==> src/rtl/ps2h_pkg.sv <==
// Shared constants and types for the dual-port PS/2 host controller.
// Assumes byte-wide registers throughout.
package ps2h_pkg;

    localparam int BYTE_W = 8;

    // Reset values
    localparam logic [BYTE_W-1:0] CFG_RST   = 8'h74;
    localparam logic [BYTE_W-1:0] OPORT_RST = 8'h01;

    // Configuration bit positions
    localparam int CFG_KBD_IRQ = 0;
    localparam int CFG_AUX_IRQ = 1;
    localparam int CFG_SYS     = 2;
    localparam int CFG_KBD_OFF = 4;
    localparam int CFG_AUX_OFF = 5;

    // Output port bits mirroring the interrupt lines
    localparam int OP_KBD_IRQ = 4;
    localparam int OP_AUX_IRQ = 5;

    // Status bit positions
    localparam int ST_FULL  = 0;
    localparam int ST_SYS   = 2;
    localparam int ST_CMD   = 3;
    localparam int ST_UNLCK = 4;
    localparam int ST_AUX   = 5;

    // Receive port indices; lower index wins refill
    localparam int PORT_KBD = 0;
    localparam int PORT_AUX = 1;
    localparam int NPORT    = 2;

    // Argument awaited by the next data write
    typedef enum logic [2:0] {
        PEND_NONE,
        PEND_CFG,
        PEND_OPORT,
        PEND_KBD_INJ,
        PEND_AUX_INJ,
        PEND_AUX_TX
    } pend_t;

    // Origin of the byte in the output buffer
    typedef enum logic [1:0] {
        SRC_CTRL,
        SRC_KBD,
        SRC_AUX
    } src_t;

    // Decoded effect of one command byte
    typedef struct packed {
        logic              resp_en;
        logic [BYTE_W-1:0] resp_byte;
        logic [BYTE_W-1:0] cfg_set;
        logic [BYTE_W-1:0] cfg_clr;
        pend_t             pend;
        logic              reset_pulse;
    } cmd_dec_t;

endpackage

==> src/rtl/ps2h_rx_fifo.sv <==
// Receive queue for one device port: DEPTH bytes, valid/ready on both
// sides, first in first out. Assumes DEPTH >= 2. Data storage has no reset.
module ps2h_rx_fifo #(
    parameter int DW    = 8,
    parameter int DEPTH = 64
) (
    input  logic          clk,
    input  logic          rst_n,
    input  logic          in_valid,
    input  logic [DW-1:0] in_data,
    output logic          in_ready,
    output logic          out_valid,
    output logic [DW-1:0] out_data,
    input  logic          out_ready
);

    localparam int AW = $clog2(DEPTH);
    localparam int CW = $clog2(DEPTH + 1);
    localparam logic [AW-1:0] LAST = AW'(DEPTH - 1);

    logic [DW-1:0] mem [DEPTH];
    logic [AW-1:0] wr_ptr;
    logic [AW-1:0] rd_ptr;
    logic [CW-1:0] count;
    logic          push;
    logic          pop;

    assign in_ready  = (count != CW'(DEPTH));
    assign out_valid = (count != '0);
    assign out_data  = mem[rd_ptr];
    assign push      = in_valid && in_ready;
    assign pop       = out_valid && out_ready;

    // Store an accepted byte.
    always_ff @(posedge clk) begin
        if (push) begin
            mem[wr_ptr] <= in_data;
        end
    end

    // Advance pointers and occupancy.
    always_ff @(posedge clk) begin
        if (!rst_n) begin
            wr_ptr <= '0;
            rd_ptr <= '0;
            count  <= '0;
        end else begin
            if (push) begin
                wr_ptr <= (wr_ptr == LAST) ? '0 : wr_ptr + 1'b1;
            end
            if (pop) begin
                rd_ptr <= (rd_ptr == LAST) ? '0 : rd_ptr + 1'b1;
            end
            case ({push, pop})
                2'b10:   count <= count + 1'b1;
                2'b01:   count <= count - 1'b1;
                default: count <= count;
            endcase
        end
    end

endmodule

==> src/rtl/ps2h_refill_arb.sv <==
// Picks which receive queue refills the empty output buffer: the lowest
// index that has a byte and is not disabled. Nothing is picked while the
// host accesses the controller in the same cycle.
module ps2h_refill_arb #(
    parameter int NSRC = 2
) (
    input  logic            buf_empty,
    input  logic            hold,
    input  logic [NSRC-1:0] src_valid,
    input  logic [NSRC-1:0] src_off,
    output logic [NSRC-1:0] pop
);

    logic taken;

    // Fixed-priority one-hot selection.
    always_comb begin
        pop   = '0;
        taken = 1'b0;
        for (int i = 0; i < NSRC; i++) begin
            if (!taken && buf_empty && !hold && src_valid[i] && !src_off[i]) begin
                pop[i] = 1'b1;
                taken  = 1'b1;
            end
        end
    end

endmodule

==> src/rtl/ps2h_cmd_decode.sv <==
// Decodes a byte written to the command address into its effects:
// an immediate reply, configuration bit changes, an awaited argument or a
// reset pulse. Purely combinational; unknown codes have no effect.
module ps2h_cmd_decode
    import ps2h_pkg::*;
(
    input  logic [BYTE_W-1:0] cmd,
    input  logic [BYTE_W-1:0] cfg,
    input  logic [BYTE_W-1:0] oport,
    output cmd_dec_t          dec
);

    localparam logic [BYTE_W-1:0] BIT_KBD_OFF = BYTE_W'(1) << CFG_KBD_OFF;
    localparam logic [BYTE_W-1:0] BIT_AUX_OFF = BYTE_W'(1) << CFG_AUX_OFF;

    // Command byte to effect.
    always_comb begin
        dec = '{resp_en: 1'b0, resp_byte: '0, cfg_set: '0, cfg_clr: '0,
                pend: PEND_NONE, reset_pulse: 1'b0};
        case (cmd)
            8'h20: begin dec.resp_en = 1'b1; dec.resp_byte = cfg;   end
            8'hD0: begin dec.resp_en = 1'b1; dec.resp_byte = oport; end
            8'hAA: begin dec.resp_en = 1'b1; dec.resp_byte = 8'h55; end
            8'hA9,
            8'hAB: begin dec.resp_en = 1'b1; dec.resp_byte = 8'h00; end
            8'hA1: begin dec.resp_en = 1'b1; dec.resp_byte = 8'hF1; end
            8'hAD: dec.cfg_set = BIT_KBD_OFF;
            8'hAE: dec.cfg_clr = BIT_KBD_OFF;
            8'hA7: dec.cfg_set = BIT_AUX_OFF;
            8'hA8: dec.cfg_clr = BIT_AUX_OFF;
            8'h60: dec.pend = PEND_CFG;
            8'hD1: dec.pend = PEND_OPORT;
            8'hD2: dec.pend = PEND_KBD_INJ;
            8'hD3: dec.pend = PEND_AUX_INJ;
            8'hD4: dec.pend = PEND_AUX_TX;
            default: begin
                if (cmd[7:4] == 4'hF && !cmd[0]) begin
                    dec.reset_pulse = 1'b1;
                end
            end
        endcase
    end

endmodule

==> src/rtl/ps2h_ctrl.sv <==
// Dual-port PS/2 host controller top. Holds the configuration byte, the
// output port, the one-byte output buffer with its source tag, the command
// flag and the awaited-argument state. Two receive queues feed the buffer.
// Assumes host_wr and host_rd are never high in the same cycle; a read's
// side effects take place at the clock edge that ends the strobe.
module ps2h_ctrl
    import ps2h_pkg::*;
#(
    parameter int FIFO_DEPTH = 64
) (
    input  logic              clk,
    input  logic              rst_n,
    input  logic              host_wr,
    input  logic              host_rd,
    input  logic              host_addr,
    input  logic [BYTE_W-1:0] host_wdata,
    output logic [BYTE_W-1:0] host_rdata,
    input  logic              kbd_in_valid,
    input  logic [BYTE_W-1:0] kbd_in_data,
    output logic              kbd_in_ready,
    input  logic              aux_in_valid,
    input  logic [BYTE_W-1:0] aux_in_data,
    output logic              aux_in_ready,
    output logic              kbd_tx_valid,
    output logic [BYTE_W-1:0] kbd_tx_data,
    output logic              aux_tx_valid,
    output logic [BYTE_W-1:0] aux_tx_data,
    output logic              irq_kbd,
    output logic              irq_aux,
    output logic [BYTE_W-1:0] outport,
    output logic              sys_reset_req
);

    // Register state
    logic [BYTE_W-1:0] cfg_q;
    logic [BYTE_W-1:0] oport_q;
    logic [BYTE_W-1:0] obuf_data_q;
    logic              obf_q;
    logic              obuf_aux_q;
    logic              cmd_flag_q;
    pend_t             pend_q;
    logic              irq_kbd_q;
    logic              irq_aux_q;
    logic              sys_rst_q;
    logic              kbd_tx_valid_q;
    logic              aux_tx_valid_q;
    logic [BYTE_W-1:0] kbd_tx_data_q;
    logic [BYTE_W-1:0] aux_tx_data_q;

    // Receive queue bundle, indexed by port
    logic [NPORT-1:0]  rx_in_valid;
    logic [NPORT-1:0]  rx_in_ready;
    logic [BYTE_W-1:0] rx_in_data  [NPORT];
    logic [NPORT-1:0]  rx_out_valid;
    logic [BYTE_W-1:0] rx_out_data [NPORT];
    logic [NPORT-1:0]  rx_pop;
    logic [NPORT-1:0]  rx_off;

    // Decoded host activity
    cmd_dec_t          dec;
    logic              wr_cmd_en;
    logic              wr_data_en;
    logic              rd_data_en;
    logic              inject_en;
    logic              oport_wr_en;
    logic              load_en;
    logic [BYTE_W-1:0] load_byte;
    src_t              load_src;
    logic [BYTE_W-1:0] status;

    assign rx_in_valid[PORT_KBD] = kbd_in_valid;
    assign rx_in_valid[PORT_AUX] = aux_in_valid;
    assign rx_in_data[PORT_KBD]  = kbd_in_data;
    assign rx_in_data[PORT_AUX]  = aux_in_data;
    assign kbd_in_ready          = rx_in_ready[PORT_KBD];
    assign aux_in_ready          = rx_in_ready[PORT_AUX];
    assign rx_off[PORT_KBD]      = cfg_q[CFG_KBD_OFF];
    assign rx_off[PORT_AUX]      = cfg_q[CFG_AUX_OFF];

    // One receive queue per device port.
    for (genvar p = 0; p < NPORT; p++) begin : g_rx
        ps2h_rx_fifo #(
            .DW    (BYTE_W),
            .DEPTH (FIFO_DEPTH)
        ) u_fifo (
            .clk       (clk),
            .rst_n     (rst_n),
            .in_valid  (rx_in_valid[p]),
            .in_data   (rx_in_data[p]),
            .in_ready  (rx_in_ready[p]),
            .out_valid (rx_out_valid[p]),
            .out_data  (rx_out_data[p]),
            .out_ready (rx_pop[p])
        );
    end

    ps2h_refill_arb #(
        .NSRC (NPORT)
    ) u_arb (
        .buf_empty (!obf_q),
        .hold      (host_wr || host_rd),
        .src_valid (rx_out_valid),
        .src_off   (rx_off),
        .pop       (rx_pop)
    );

    ps2h_cmd_decode u_dec (
        .cmd   (host_wdata),
        .cfg   (cfg_q),
        .oport (oport_q),
        .dec   (dec)
    );

    // Classify the host access of this cycle.
    always_comb begin
        wr_cmd_en   = host_wr && host_addr;
        wr_data_en  = host_wr && !host_addr;
        rd_data_en  = host_rd && !host_addr;
        inject_en   = wr_data_en && ((pend_q == PEND_KBD_INJ) || (pend_q == PEND_AUX_INJ));
        oport_wr_en = wr_data_en && (pend_q == PEND_OPORT);
    end

    // Choose what, if anything, enters the output buffer this cycle.
    always_comb begin
        load_en   = 1'b0;
        load_byte = '0;
        load_src  = SRC_CTRL;
        if (wr_cmd_en && dec.resp_en) begin
            load_en   = 1'b1;
            load_byte = dec.resp_byte;
            load_src  = SRC_CTRL;
        end else if (inject_en) begin
            load_en   = 1'b1;
            load_byte = host_wdata;
            load_src  = (pend_q == PEND_AUX_INJ) ? SRC_AUX : SRC_KBD;
        end else if (rx_pop[PORT_KBD]) begin
            load_en   = 1'b1;
            load_byte = rx_out_data[PORT_KBD];
            load_src  = SRC_KBD;
        end else if (rx_pop[PORT_AUX]) begin
            load_en   = 1'b1;
            load_byte = rx_out_data[PORT_AUX];
            load_src  = SRC_AUX;
        end
    end

    // Output buffer, interrupt lines and output port.
    always_ff @(posedge clk) begin
        if (!rst_n) begin
            obf_q       <= 1'b0;
            obuf_data_q <= '0;
            obuf_aux_q  <= 1'b0;
            irq_kbd_q   <= 1'b0;
            irq_aux_q   <= 1'b0;
            oport_q     <= OPORT_RST;
        end else begin
            if (rd_data_en) begin
                obf_q                <= 1'b0;
                obuf_data_q          <= '0;
                obuf_aux_q           <= 1'b0;
                irq_kbd_q            <= 1'b0;
                irq_aux_q            <= 1'b0;
                oport_q[OP_KBD_IRQ]  <= 1'b0;
                oport_q[OP_AUX_IRQ]  <= 1'b0;
            end
            if (load_en) begin
                obf_q       <= 1'b1;
                obuf_data_q <= load_byte;
                obuf_aux_q  <= (load_src == SRC_AUX);
                if (load_src == SRC_KBD && cfg_q[CFG_KBD_IRQ]) begin
                    irq_kbd_q           <= 1'b1;
                    oport_q[OP_KBD_IRQ] <= 1'b1;
                end
                if (load_src == SRC_AUX && cfg_q[CFG_AUX_IRQ]) begin
                    irq_aux_q           <= 1'b1;
                    oport_q[OP_AUX_IRQ] <= 1'b1;
                end
            end
            if (oport_wr_en) begin
                oport_q   <= host_wdata;
                irq_kbd_q <= host_wdata[OP_KBD_IRQ];
                irq_aux_q <= host_wdata[OP_AUX_IRQ];
            end
        end
    end

    // Configuration, command flag, awaited argument and reset pulse.
    always_ff @(posedge clk) begin
        if (!rst_n) begin
            cfg_q      <= CFG_RST;
            cmd_flag_q <= 1'b0;
            pend_q     <= PEND_NONE;
            sys_rst_q  <= 1'b0;
        end else begin
            sys_rst_q <= 1'b0;
            if (wr_cmd_en) begin
                cmd_flag_q <= 1'b1;
                cfg_q      <= (cfg_q | dec.cfg_set) & ~dec.cfg_clr;
                pend_q     <= dec.pend;
                sys_rst_q  <= dec.reset_pulse;
            end
            if (wr_data_en) begin
                cmd_flag_q <= 1'b0;
                pend_q     <= PEND_NONE;
                if (pend_q == PEND_CFG) begin
                    cfg_q <= host_wdata;
                end
            end
        end
    end

    // Transmit strobes toward the two devices.
    always_ff @(posedge clk) begin
        if (!rst_n) begin
            kbd_tx_valid_q <= 1'b0;
            aux_tx_valid_q <= 1'b0;
            kbd_tx_data_q  <= '0;
            aux_tx_data_q  <= '0;
        end else begin
            kbd_tx_valid_q <= 1'b0;
            aux_tx_valid_q <= 1'b0;
            if (wr_data_en && pend_q == PEND_NONE) begin
                kbd_tx_valid_q <= 1'b1;
                kbd_tx_data_q  <= host_wdata;
            end
            if (wr_data_en && pend_q == PEND_AUX_TX) begin
                aux_tx_valid_q <= 1'b1;
                aux_tx_data_q  <= host_wdata;
            end
        end
    end

    // Status byte assembly.
    always_comb begin
        status           = '0;
        status[ST_FULL]  = obf_q;
        status[ST_SYS]   = cfg_q[CFG_SYS];
        status[ST_CMD]   = cmd_flag_q;
        status[ST_UNLCK] = 1'b1;
        status[ST_AUX]   = obuf_aux_q;
    end

    assign host_rdata    = host_addr ? status : obuf_data_q;
    assign irq_kbd       = irq_kbd_q;
    assign irq_aux       = irq_aux_q;
    assign outport       = oport_q;
    assign sys_reset_req = sys_rst_q;
    assign kbd_tx_valid  = kbd_tx_valid_q;
    assign kbd_tx_data   = kbd_tx_data_q;
    assign aux_tx_valid  = aux_tx_valid_q;
    assign aux_tx_data   = aux_tx_data_q;

endmodule

==> config.mk <==
export PLATFORM = sky130hd
export DESIGN_NAME = ps2h_ctrl
export DESIGN_NICKNAME = d
export VERILOG_FILES = /design/src/rtl/ps2h_pkg.sv /design/src/rtl/ps2h_rx_fifo.sv /design/src/rtl/ps2h_refill_arb.sv /design/src/rtl/ps2h_cmd_decode.sv /design/src/rtl/ps2h_ctrl.sv
export SDC_FILE = /design/constraint.sdc
export NUM_CORES = 1
export LEC_CHECK = 0
export CORE_ASPECT_RATIO = 0.6
export CORE_UTILIZATION = 45
export CTS_CLUSTER_SIZE = 20
export DETAILED_ROUTE_END_ITERATION = 12
export MAX_ROUTING_LAYER = met4
export PLACE_DENSITY = 0.61
export SLEW_MARGIN = 20
export SYNTH_ARGS = -nofsm -noshare
export SYNTH_HDL_FRONTEND = slang
export SYNTH_SLANG_ARGS = --single-unit
export TNS_END_PERCENT = 30
==> constraint.sdc <==
create_clock -name clk -period 6.8 [get_ports clk]
set_clock_uncertainty 0.15 [all_clocks]
set_input_delay 1.36 -clock clk [delete_from_list [all_inputs] [get_ports clk]]
set_output_delay 1.36 -clock clk [all_outputs]
set_load 0.01 [all_outputs]
==> results of run 1 <==
## report_power, final
part / total (mW) / switching (mW) / internal (mW)
clock network: 5.82 / 2.50 / 3.31
logic: 0.269 / 0.209 / 0.0596
registers: 7.57 / 0.0152 / 7.56
total: 13.7 / 2.73 / 10.9
## synth_stat cells (4+ instances only)
master       n  area share, %
a211oi_1     6           0.10
a21oi_1     48           0.54
a221oi_1     5          0.099
a22o_1       5          0.099
a22oi_1     42           0.71
a31oi_1     19           0.27
and2_1       6          0.085
and3_1       4          0.056
buf_1       17           0.14
buf_2       46           0.52
clkbuf_1    68           0.58
dfxtp_1    101            4.6
edfxtp_1  1024             69
ha_1        12           0.34
inv_1       16           0.14
mux2_2       6           0.15
mux2i_1     57            1.3
mux4_2     255             13
nand2_1     92           0.78
nand2b_1     9           0.13
nand3_1     43           0.49
nand3b_1    14           0.24
nand4_1     14           0.20
nor2_1     226            1.9
nor2b_1     18           0.25
nor3_1      16           0.18
nor4_1      16           0.23
o211ai_1     8           0.14
o21a_1       6           0.10
o21ai_0     34           0.38
o22ai_1     50           0.71
or2_2        6          0.085
or3_1       10           0.14
or3b_2       4          0.079
xnor2_1     12           0.24
xor2_1      14           0.28
## per-layer routing
metal	share of wire [%]	wire length [um]	GRT usage [%]	vias up
li1	-	-	-	9884
met1	47	51300	35.4	12300
met2	41	45000	29.8	1062
met3	10	11400	6.19	126
met4	1.6	1730	4.41	0
met5	0	0	-	-
## path summary, 6_finish.rpt
check	slack [ps]	end	cells past startpoint	from
min	320	kbd_tx_data[2]	2	kbd_tx_data[2]
max	1940	g_rx[0].u_fifo.count[6]	14	host_wr
max reg2reg	2150	g_rx[0].u_fifo.count[6]	14	g_rx[0].u_fifo.count[2]
min reg2reg	320	kbd_tx_data[2]	2	kbd_tx_data[2]
## worst min-delay path, delay by kind of cell (launching register included)
kind / cells / cell delay (ps)
simple gates: 1 / 50
compound gates: 1 / 60
flops: 1 / 310
## cells by family after synthesis
family | Yosys count | share of synthesized area [%]
AO/OA/AOI/OAI | 261 | 3.97
XOR/XNOR | 26 | 0.514
adder cells (fa/ha/maj) | 13 | 0.384
buffers and inverters | 155 | 1.49
flip-flops | 1125 | 74.0
multiplexers | 318 | 14.4
AND/OR/NAND/NOR | 498 | 5.29
## stage by stage
stage / cells / utilization [%] / worst slack (ps)
3_5_place_dp: 3677 / 47.9 / 1310
6_report: 3863 / 51.4 / 1940
2_1_floorplan: 2396 / - / 2410
5_1_grt: 3862 / 51.4 / 1700
3_3_place_gp: 3677 / 47.9 / 1380
4_1_cts: 3862 / 51.4 / 1970
## cell usage in the layout (no fill, tap or decap), types with 20 or more instances in the layout
| cell | count |
|---|---|
| nand3_1 | 43 |
| clkbuf_1 | 20 |
| clkdlybuf4s50_1 | 53 |
| a21oi_1 | 48 |
| a22oi_1 | 42 |
| clkbuf_16 | 104 |
| dfxtp_1 | 95 |
| clkinv_1 | 23 |
| mux2i_1 | 57 |
| edfxtp_1 | 1024 |
| buf_4 | 44 |
| o21ai_0 | 34 |
| nand2_1 | 92 |
| mux4_2 | 255 |
| o22ai_1 | 50 |
| nor2_1 | 226 |
## final cells by class
class | instances | area (sq um)
Sequential cell | 1125 | 32800
Multi-Input combinational cell | 1116 | 10900
Tap cell | 1305 | 1630
Inverter | 21 | 83.8
Clock buffer | 126 | 2710
Timing Repair Buffer | 110 | 971
Antenna cell | 1 | 2.50
Clock inverter | 59 | 644
Fill cell | 7664 | 47000
## registers in the layout, summed over array words and instances, names as in the netlist, 3 cells and up, named ones only
| signal | count |
|---|---|
| cfg_q | 8 |
| g_rx.u_fifo.count | 14 |
| g_rx.u_fifo.rd_ptr | 12 |
| g_rx.u_fifo.mem | 1024 |
| g_rx.u_fifo.wr_ptr | 12 |
| outport | 8 |
| pend_q | 3 |
| kbd_tx_data | 8 |
| obuf_data_q | 8 |
| aux_tx_data | 8 |
==> results.yml, run 1 <==
status:
  status: "completed"
critical_path:
  slowest_delay_ps: 650
  slowest_stage: "clkdlybuf4s50_1"
  critPathMaxFanout: 15
  arrival_ps: 5330
  start_kind: "input port"
  end_kind: "flip-flop"
  worst-path-buf-inv: 3
  critPathTopFamily: "simple AND/OR/NAND/NOR gates"
  required_ps: 7260
  crit_path_cell_trace: "clkdlybuf4s50_1 -> nor4_1 -> o21ai_4 -> inv_2 -> ha_1 -> inv_1 -> fa_1 -> nor2b_1 -> o21ai_0 -> a21oi_1 -> o21ai_0 -> and3_1 -> or4_1 -> a21oi_1"
  crit_type: "in -> reg"
power:
  leakage_nw: 15.0
  finalPower_mw: 13.7
  ir_worst_vdd_mv: 0.191
  pwr_density_cell_mw_per_mm2: 275
synthesis:
  yosysWarnings: 0
  syn_area_per_cell_sq_um: 18.5
  ys_ff_latch: 1125
  synth.distinct_cells: 76
  ys.flop_type: "edfxtp_1"
  synth_edf_count: 1024
  syn_nets: 2440
  async_flop_share_pct: 0
  netlist_area_sq_mm: 0.0443
  syn_inst: 2396
  synth_seq_area_share_pct: 74.0
detailed_routing:
  vias: 23400
  drt_pre_antenna_iters: 5
  ant_nets: 0
  drt_iter0_drc: 3105
  wl_mm: 109
  vias_per_cell: 6.06
  drc_errors: 0
  wl_per_cell_um: 28.3
global_route:
  grt_overflow: 0
  grt_pass1_wl_mm: 160
  grt_pass1_vias: 22900
  grt_max_degree: 71
  grt_usage_pct: 22.8
  antenna_found_initial: 1
cells_and_area:
  area_growth_pct: 12.2
  drive_gt1_share_pct: 19.4
  post-route-cell-area_sq_mm: 0.0497
  final_nets: 2520
floorplanning:
  core_sq_mm: 0.0968
  start_util_pct: 45.8
  fp-row-count: 88
  die_w_um: 407
  io_pins: 70
  die_area_sq_mm: 0.0998
  die_y_um: 245
cts:
  cts_htree_levels: 3
  cts_resized: 0
  cts-root-buf: "clkbuf_16"
  clock_path_buffers: 3
  cts_sinks: 1125
  cts-hold-fix-buffers: 0
  postCtsSetupRepairBufs: 0
  clock_latency_ps: 690
  clk_pin_slew_ps: 70
  numCtsBuffers: 102
  cts_tree: "yes"
place:
  placement.cell_area_sq_mm: 0.0464
  hpwl_mm: 71.2
  gp_congestion: 0.927
  io_buffers: 69
timing:
  hold_slack_ps: 317
  finalCriticalPeriod_ps: 4860
  finalSetupTns_ps: 0
  worst_pin_slew_ps: 1130
  relSlewSlack_pct: 23.9
  max_freq_ghz: 0.206
  final_hold_viol_count: 0
  finalCritPeriodShare_pct: 71.5
  setup_viol: 0
  rsz0062_at_grt: "false"
  slew_violations: 0
job:
  max_cap_violations: 0
worst_hold_path:
  min_path_type: "reg -> reg"
Note: power is estimated with default switching activity, not from simulation.
==> run 2, diff against run 1 <==
--- a/config.mk
+++ b/config.mk
@@ -10,7 +10,7 @@
 export CTS_CLUSTER_SIZE = 20
 export DETAILED_ROUTE_END_ITERATION = 12
 export MAX_ROUTING_LAYER = met4
-export PLACE_DENSITY = 0.61
+export PLACE_DENSITY = 0.63
 export SLEW_MARGIN = 20
 export SYNTH_ARGS = -nofsm -noshare
 export SYNTH_HDL_FRONTEND = slang
==> constraint.sdc (replaced) <==
create_clock -name clk -period 4.4 [get_ports clk]
set_clock_uncertainty 0.15 [all_clocks]
set_input_delay 0.88 -clock clk [delete_from_list [all_inputs] [get_ports clk]]
set_output_delay 0.88 -clock clk [all_outputs]
set_load 0.01 [all_outputs]
==> run 2 against run 1 <==
Critical path depth is the same. First-iteration DRC count grew 8.1%. Final cell count increased by 4.4%. Power rose by 55%. Sequential share of layout area down 1.7 points. Die area stayed put. Sequential cell count stayed put. Via count up 4.8%. Highest routed layer unchanged.
==> results.yml, run 2 (synthesis gave the netlist of run 1 again) <==
status:
  status: "completed"
cts:
  cts_sinks: 1125
  cts_htree_levels: 3
  clk_pin_slew_ps: 60
  numCtsBuffers: 102
  cts_tree: "yes"
  clock_latency_ps: 710
  clock_path_buffers: 3
  cts-root-buf: "clkbuf_16"
  cts_resized: 0
power:
  pwr_density_cell_mw_per_mm2: 415
  ir_worst_vdd_mv: 0.293
  swShare_pct: 20.3
  seqPwrFrac_pct: 55.3
  pwr-share-clk_pct: 42.6
  combPwrFrac_pct: 2.1
  finalPower_mw: 21.2
  p_int_mw: 16.9
  leakage_nw: 15.9
  power.switching_mw: 4.29
timing:
  final_hold_viol_count: 0
  finalCritPeriodShare_pct: 95.5
  max_freq_ghz: 0.238
  worst_pin_slew_ps: 1050
  hold_slack_ps: 311
  worst_slack_ps: 196
  finalSetupTns_ps: 0
  slew_violations: 0
  finalCriticalPeriod_ps: 4200
  relSlewSlack_pct: 28.2
  rsz0062_at_grt: "false"
  setup_viol: 0
detailed_routing:
  wl_per_cell_um: 28.2
  drc_errors: 0
  wl_mm: 114
  ant_nets: 0
  vias: 24500
  vias_per_cell: 6.08
  drt_pre_antenna_iters: 5
  drt_iter0_drc: 3356
critical_path:
  worst-path-buf-inv: 2
  start_kind: "flip-flop"
  arrival_ps: 4670
  slowest_stage: "or4_1"
  crit_top_cell: "a21oi_1"
  end_kind: "flip-flop"
  critPathTopFamily: "simple AND/OR/NAND/NOR gates"
  slowest_delay_ps: 600
  crit_path_cell_trace: "or4_1 -> nand4b_1 -> and2_1 -> inv_1 -> ha_1 -> buf_4 -> ha_1 -> nor2b_1 -> o21ai_0 -> a21oi_1 -> o21ai_0 -> a21oi_1 -> or4_1 -> a21oi_1"
  crit_type: "reg -> reg"
  required_ps: 4870
  critPathMaxFanout: 6
worst_hold_path:
  min_path_type: "reg -> reg"
global_route:
  grt_usage_pct: 23.6
  grt_max_degree: 65
  grt_pass1_vias: 23500
  antenna_found_initial: 0
  grt_overflow: 0
  grt_pass1_wl_mm: 166
place:
  pre_cts_ws_ps: 167
  hpwl_mm: 76.4
  dp.cells: 3845
  io_buffers: 69
  gp_congestion: 0.910
cells_and_area:
  area_growth_pct: 15.1
  drive_gt1_share_pct: 24.4
  regMostFlops: "g_rx.u_fifo.mem"
  final_cell_mix: "edfxtp_1 (1024), mux4_2 (255), nor2_1 (226)"
  fillers: 7500
  largest_reg_flops: 1024
  final_common_cell: "edfxtp_1"
  final_cells: 4034
  top_regs: "g_rx.u_fifo.mem x1024, g_rx.u_fifo.count x14"
  final_nets: 2689
floorplanning:
  start_util_pct: 45.8
  die_w_um: 407
  io_pins: 70
  die_y_um: 245
  core_sq_mm: 0.0968
  fp-row-count: 88
  die_area_sq_mm: 0.0998
job:
  max_cap_violations: 0
run 2: worst min-delay path: cells and delay by family (launching register included):
family | cells | cell delay (ps)
flops | 1 | 310
simple gates | 1 | 50
compound gates | 1 | 50
run 2: final timing paths:
kind	cells past startpoint	from	slack, ps	end
worst min register to register	2	kbd_tx_data[2]	310	kbd_tx_data[2]
worst max register to register	14	g_rx[0].u_fifo.count[2]	200	g_rx[0].u_fifo.count[6]
worst min-delay path	2	kbd_tx_data[2]	310	kbd_tx_data[2]
worst max-delay path	14	g_rx[0].u_fifo.count[2]	200	g_rx[0].u_fifo.count[6]
run 2: per-stage QoR:
| stage | instance area [sq um] | utilization (%) |
|---|---|---|
| after floorplan | 44300 | - |
| after global placement | 47700 | 49.3 |
| after detailed placement | 47700 | 49.3 |
| after CTS | 51000 | 52.7 |
| after global routing | 51000 | 52.7 |
| final | 51000 | 52.7 |
run 2: what timing repair did:
item	in CTS	in global routing
setup buffers	0	1
hold buffers	0	0
endpoints found under the setup margin	0	1
run 2: layer usage:
layer  vias to the layer above  track usage, %  routed length, um
li1                      10200               -                  -
met1                     12700            38.0              52900
met2                      1403            29.9              45800
met3                       170            5.69              13000
met4                         0            4.98               2150
met5                         -               -                  0
run 2: layout make-up:
cell class | count | area [sq um] | share of cell area (%)
Sequential cell | 1125 | 32800 | 64.3
Inverter | 21 | 83.8 | 0.164
Antenna cell | 1 | 2.50 | 0.00490
Clock inverter | 66 | 662 | 1.30
Timing Repair Buffer | 279 | 2290 | 4.48
Multi-Input combinational cell | 1116 | 10900 | 21.4
Tap cell | 1305 | 1630 | 3.20
Clock buffer | 121 | 2670 | 5.23
run 2: power groups by stage:
stage               sequential (mW)  combinational, mW  clock [mW]
global route                   11.7              0.466        9.56
finish                         11.7              0.437        9.02
CTS                            11.7              0.434        9.14
global placement               11.9              0.415           0
floorplan                      11.9              0.143           0
detailed placement             11.9              0.433           0
